## src/rtl/lirq_pkg.sv

```systemverilog
package lirq_pkg;
  localparam int CORE_W       = 2;
  localparam int TIMER_BASE   = 'h00;
  localparam int PMU_SET_OFF  = 'h10;
  localparam int PMU_CLR_OFF  = 'h14;
  localparam int GPU_ROUTE_OFF = 'h18;
  localparam int PEND_BASE    = 'h20;

  typedef enum logic [2:0] {
    SEL_NONE,
    SEL_TIMER,
    SEL_PMU_SET,
    SEL_PMU_CLR,
    SEL_GPU,
    SEL_PEND
  } regSel_e;

  typedef struct packed {
    logic              wr;
    logic              rd;
    regSel_e           sel;
    logic [CORE_W-1:0] core;
  } busStrobe_t;
endpackage

```

## src/rtl/lirq_ctrl.sv

```systemverilog
module lirq_ctrl
  import lirq_pkg::*;
#(
  parameter int NUM_CORES = 4,
  parameter int ADDR_W    = 8
) (
  input  logic              busSel,
  input  logic              busWr,
  input  logic [ADDR_W-1:0] busAddr,
  output busStrobe_t        stb
);
  localparam int TIMER_END = TIMER_BASE + 4 * NUM_CORES;
  localparam int PEND_END  = PEND_BASE + 4 * NUM_CORES;

  always_comb begin
    stb.wr   = busSel && busWr;
    stb.rd   = busSel && !busWr;
    stb.core = busAddr[CORE_W+1:2];
    stb.sel  = SEL_NONE;
    if (busSel && busAddr[1:0] == 2'b00) begin
      if (busAddr < ADDR_W'(TIMER_END))
        stb.sel = SEL_TIMER;
      else if (busAddr == ADDR_W'(PMU_SET_OFF))
        stb.sel = SEL_PMU_SET;
      else if (busAddr == ADDR_W'(PMU_CLR_OFF))
        stb.sel = SEL_PMU_CLR;
      else if (busAddr == ADDR_W'(GPU_ROUTE_OFF))
        stb.sel = SEL_GPU;
      else if (busAddr >= ADDR_W'(PEND_BASE) && busAddr < ADDR_W'(PEND_END))
        stb.sel = SEL_PEND;
    end
  end
endmodule

```

## src/rtl/lirq_datapath.sv

```systemverilog
module lirq_datapath
  import lirq_pkg::*;
#(
  parameter int NUM_CORES  = 4,
  parameter int NUM_TIMERS = 4,
  parameter int DATA_W     = 32,
  localparam int PEND_W    = NUM_TIMERS + 3
) (
  input  logic                          clk,
  input  logic                          rstN,
  input  busStrobe_t                    stb,
  input  logic [DATA_W-1:0]             busWdata,
  input  logic [NUM_CORES*NUM_TIMERS-1:0] timerIrq,
  input  logic                          gpuIrq,
  input  logic                          pmuIrq,
  input  logic [NUM_CORES-1:0]          mbxIrq,
  output logic [NUM_CORES*PEND_W-1:0]   pendFlat,
  output logic [NUM_CORES*NUM_TIMERS-1:0] timerEnFlat,
  output logic [NUM_CORES-1:0]          pmuMask,
  output logic [CORE_W-1:0]             gpuRoute,
  output logic [DATA_W-1:0]             busRdata
);
  logic [NUM_TIMERS-1:0] timerEn [NUM_CORES];
  logic [DATA_W-1:0]     rdNext;

  // enable and routing storage
  always_ff @(posedge clk) begin
    if (!rstN) begin
      for (int c = 0; c < NUM_CORES; c++) timerEn[c] <= '0;
      pmuMask  <= '0;
      gpuRoute <= '0;
    end else if (stb.wr) begin
      case (stb.sel)
        SEL_TIMER:   timerEn[stb.core] <= busWdata[NUM_TIMERS-1:0];
        SEL_PMU_SET: pmuMask <= pmuMask | busWdata[NUM_CORES-1:0];
        SEL_PMU_CLR: pmuMask <= pmuMask & ~busWdata[NUM_CORES-1:0];
        SEL_GPU:     gpuRoute <= busWdata[CORE_W-1:0];
        default:     ;
      endcase
    end
  end

  // per-core pending word: timers low, then mailbox, GPU, PMU
  for (genvar c = 0; c < NUM_CORES; c++) begin : g_core
    assign timerEnFlat[c*NUM_TIMERS +: NUM_TIMERS] = timerEn[c];
    assign pendFlat[c*PEND_W +: PEND_W] = {
      pmuIrq & pmuMask[c],
      gpuIrq & (gpuRoute == CORE_W'(c)),
      mbxIrq[c],
      timerIrq[c*NUM_TIMERS +: NUM_TIMERS] & timerEn[c]
    };
  end

  always_comb begin
    case (stb.sel)
      SEL_TIMER:   rdNext = DATA_W'(timerEn[stb.core]);
      SEL_PMU_SET,
      SEL_PMU_CLR: rdNext = DATA_W'(pmuMask);
      SEL_GPU:     rdNext = DATA_W'(gpuRoute);
      SEL_PEND:    rdNext = DATA_W'(pendFlat[stb.core*PEND_W +: PEND_W]);
      default:     rdNext = '0;
    endcase
  end

  always_ff @(posedge clk) begin
    if (!rstN)       busRdata <= '0;
    else if (stb.rd) busRdata <= rdNext;
  end
endmodule

```

## src/rtl/lirq_router.sv

```systemverilog
module lirq_router
  import lirq_pkg::*;
#(
  parameter int NUM_CORES  = 4,
  parameter int NUM_TIMERS = 4,
  parameter int ADDR_W     = 8,
  parameter int DATA_W     = 32
) (
  input  logic                            clk,
  input  logic                            rstN,
  input  logic                            busSel,
  input  logic                            busWr,
  input  logic [ADDR_W-1:0]               busAddr,
  input  logic [DATA_W-1:0]               busWdata,
  output logic [DATA_W-1:0]               busRdata,
  input  logic [NUM_CORES*NUM_TIMERS-1:0] timerIrq,
  input  logic                            gpuIrq,
  input  logic                            pmuIrq,
  input  logic [NUM_CORES-1:0]            mbxIrq,
  output logic [NUM_CORES-1:0]            irq
);
  localparam int PEND_W = NUM_TIMERS + 3;

  busStrobe_t                      stb;
  logic [NUM_CORES*PEND_W-1:0]     pendFlat;
  logic [NUM_CORES*NUM_TIMERS-1:0] timerEnFlat;
  logic [NUM_CORES-1:0]            pmuMask;
  logic [CORE_W-1:0]               gpuRoute;

  lirq_ctrl #(
    .NUM_CORES(NUM_CORES),
    .ADDR_W   (ADDR_W)
  ) u_ctrl (
    .busSel (busSel),
    .busWr  (busWr),
    .busAddr(busAddr),
    .stb    (stb)
  );

  lirq_datapath #(
    .NUM_CORES (NUM_CORES),
    .NUM_TIMERS(NUM_TIMERS),
    .DATA_W    (DATA_W)
  ) u_dp (
    .clk        (clk),
    .rstN       (rstN),
    .stb        (stb),
    .busWdata   (busWdata),
    .timerIrq   (timerIrq),
    .gpuIrq     (gpuIrq),
    .pmuIrq     (pmuIrq),
    .mbxIrq     (mbxIrq),
    .pendFlat   (pendFlat),
    .timerEnFlat(timerEnFlat),
    .pmuMask    (pmuMask),
    .gpuRoute   (gpuRoute),
    .busRdata   (busRdata)
  );

  for (genvar c = 0; c < NUM_CORES; c++) begin : g_irq
    assign irq[c] = |pendFlat[c*PEND_W +: PEND_W];
  end
endmodule

```

## config.mk

```make
export PLATFORM = sky130hd
export DESIGN_NAME = lirq_router
export DESIGN_NICKNAME = d
export VERILOG_FILES = /design/src/rtl/lirq_pkg.sv /design/src/rtl/lirq_ctrl.sv /design/src/rtl/lirq_datapath.sv /design/src/rtl/lirq_router.sv
export SDC_FILE = /design/constraint.sdc
export NUM_CORES = 1
export LEC_CHECK = 0
export BUFFER_PORTS_ARGS = -buffer_cell sky130_fd_sc_hd__buf_2
export CAP_MARGIN = 25
export CORE_ASPECT_RATIO = 1.5
export CORE_UTILIZATION = 42
export DETAILED_ROUTE_END_ITERATION = 10
export PLACE_DENSITY_LB_ADDON = 0.3
export SETUP_SLACK_MARGIN = 0.15
export SYNTH_ARGS = -nofsm -noshare
export SYNTH_HDL_FRONTEND = slang
export SYNTH_SLANG_ARGS = --single-unit
```

## constraint.sdc

```tcl
create_clock -name clk -period 1.85 [get_ports clk]
set_clock_uncertainty 0.05 [all_clocks]
set_input_delay 0.0925 -clock clk [delete_from_list [all_inputs] [get_ports clk]]
set_output_delay 0.0925 -clock clk [all_outputs]
set_load 0.01 [all_outputs]
```

==> results by group <==
Floorplan
  • # IOs: around 100
  • DIE HEIGHT: about 87 um
  • Die ar.: 5150 um2
  • Row count: 30
  • Core ar.: around 4600 um2
  • Initial core utilization: between 40 and 50%
  • Die W: 58.9 um

Timing
  • RSZ-0062 raised after global routing: no
  • Period minus WS final: approximately 1.7 ns
  • Worst-Margin Slew: between 0.5 and 0.6 ns
  • F_max: about 610 MHz
  • Hold violation count in the final report: 0
  • Count of final setup violators: 0
  • Slew margin rel.: approximately two thirds
  • Max Slew Vio Count: 0
  • Setup TNS: 0 ns
  • Crit share post-route: between 80 and 90%

Global route
  • Antenna violations before repair: 0
  • Global Route Usage Sum: around 22%
  • Largest net degree at the start of global routing: 22
  • Grt ovf: 0
  • Vias in the first global route: 1,722
  • First-pass GRT wire length: between 8 and 9 mm

Critical path
  • Critical Path End Type: primary output
  • Crit start category: flop
  • CP Max Fanout: 2
  • RR Startpoint: u_dp.timerEn[3][1]
  • R2R depth: 4
  • Reg2Reg Capture Point: u_dp.busRdata[1]
  • Crit Path Class: reg -> out
  • Required time worst endpoint: ~1.7 ns
  • R2r setup slk: about 0.23 ns
  • CP arrival: 1.51 ns

Min path
  • Hold Path Class: in -> reg
  • Hold Path Origin: busWdata[0]
  • Hold Path End: u_dp.gpuRoute[0]
  • Hold depth: 3

Final layout
  • Share of cells above drive strength 1: 32.5%
  • Area grow syn2layout: 18.7%
  • Final nets: about 340
  • Highest-count cells in the layout ignoring fill and taps: buf_2 (47), conb_1 (25), nor2_1 (20)
  • Most common cell after layout, fill and taps aside: buf_2
  • Final Cell Area: 2420 um2
  • Core Util, Final: 52.9%
  • Antenna diodes: 0
  • # fillers: roughly 460

Clocking
  • CTS H-tree depth: 2
  • Post-CTS Setup Inserts: 0
  • Clock root buffer: clkbuf_8
  • Clock sinks: 29
  • CTS tree: built
  • Worst-path clk slew: roughly 0.06 ns
  • Longest Clk Path Bufs: 2
  • Num CTS Buffers: 5
  • Worst-skew pair later-pin latency: between 0.2 and 0.3 ns

Synth
  • #FFs+latches synth: 29
  • Syn Inst Count: about 210
  • Syn_area_per_cell: 9.54 um2
  • Multiplexer area fraction after synthesis: between 10% and 20%
  • Adder-cell share of the synthesized area: 0%
  • Synth Cell Area: ~2000 um2
  • XOR/XNOR Fraction of Synth Area: less than 1%
  • Simple-gate share of the synthesized area: around a quarter
  • Main synth FF type: edfxtp_1
  • Ys Warns: 0
  • Fraction of registers with async set/reset: 0%
  • Sequential fraction of the synthesis area: between 30% and 40%
  • Compound-cell area share of the yosys netlist: around 11%
  • Netlist cell types: 46
  • EDFF count, synth: 16
  • Largest family of logic cells by synthesized area: simple AND/OR/NAND/NOR gates

Drt
  • WL final: between 5 and 6 mm
  • Wire per inst: roughly 16 um
  • Detailed Route Iter0 Violations: 76
  • DR pass1 iterations: 5
  • Routed via count: approximately 1,800
  • Post-DRT Antenna Nets: 0
  • DRC: 0
  • Vias per cell: about 5.5

Pwr
  • Lkg Pwr: a little over 0.001 uW
  • Worst VDD drop: roughly 0.37 mV
  • Overall Power: ~1600 uW
  • Pwr Density: about 650 nW/um2

Run status
  • Status: completed

Run
  • Max Cap Viol: 0

Placed design
  • Final HPWL DP: around 4.3 mm
  • Port bufs: 48
  • DP Area: 2300 um2
  • RD Place Congestion: about 0.87
-- how the worst max path moves through the flow --
stage	from	to	slack [ns]	depth (start not counted)
final	u_dp.timerEn[1][2]	irq[1]	0.20	4
after global routing	flop	irq[1]	0.15	4
after CTS	u_dp.gpuRoute[1]	irq[1]	0.18	3
after detailed placement	busAddr[7]	u_dp.timerEn[3][2]	0.07	6
after global placement	busAddr[7]	u_dp.timerEn[3][2]	0.07	6
after floorplan	busAddr[7]	u_dp.timerEn[3][0]	0.11	5
-- repair_timing --
action                                  CTS  global route
resized for setup                         3             1
endpoints found under the setup margin    1             2
pin swaps                                 1             1
hold buffers                              0             0
-- power by group --
part	leakage, uW	internal (uW)	switching, uW	total [uW]
clock	0.0000566	384	238	622
sequential	0.000257	697	11.0	708
combinational	0.000715	103	142	245
-- metrics by stage --
step	hold slack (ns)	worst slack [ns]	cells
2_1_floorplan	0.186	0.111	238
3_3_place_gp	0.335	0.0728	327
3_5_place_dp	0.342	0.0731	327
4_1_cts	0.0510	0.179	335
5_1_grt	0.0574	0.151	335
6_report	0.0583	0.199	335
-- cell usage after synthesis, drive strengths merged, types with 6 or more instances --
cell type,count,area [um2]
buf,30,221
dfxtp,13,260
edfxtp,16,480
inv,6,22.5
mux2i,6,60.1
mux4,9,203
nand2,20,75.1
nand2b,6,37.5
nand3,8,40.0
nand4,16,100
nor2,21,81.3
o21ai,9,45.0
-- logic make-up (layout without fill, tap and decap cells) --
kind of cell	Yosys count	after routing
mux	15	15
xor+xnor	2	2
simple gates	95	95
flops	29	29
buf+inv	41	74
other cells	1	25
compound gates	31	31
-- worst max-delay path, cell delays in order, from the launching register on --
cell	delay [ns]
edfxtp_1	0.40
nand2_2	0.10
nand2_1	0.05
or4b_4	0.54
buf_6	0.14
-- cell type report --
class                           instances  area (um2)  share of cell area, %
Tap cell                               64        80.1                   3.30
Multi-Input combinational cell        168        1130                   46.8
Clock buffer                            8         111                   4.59
Inverter                                7        26.3                   1.08
Timing Repair Buffer                   59         329                   13.6
Sequential cell                        29         742                   30.6
-- routing by layer --
layer	vias to the layer above	share of wire, %	GRT usage [%]
met2	83	55	41.0
met3	9	6.9	4.75
met4	0	1.8	8.66
met5	-	0	0
met1	877	37	24.0
li1	859	-	-
Note: power is estimated with default switching activity, not from simulation.
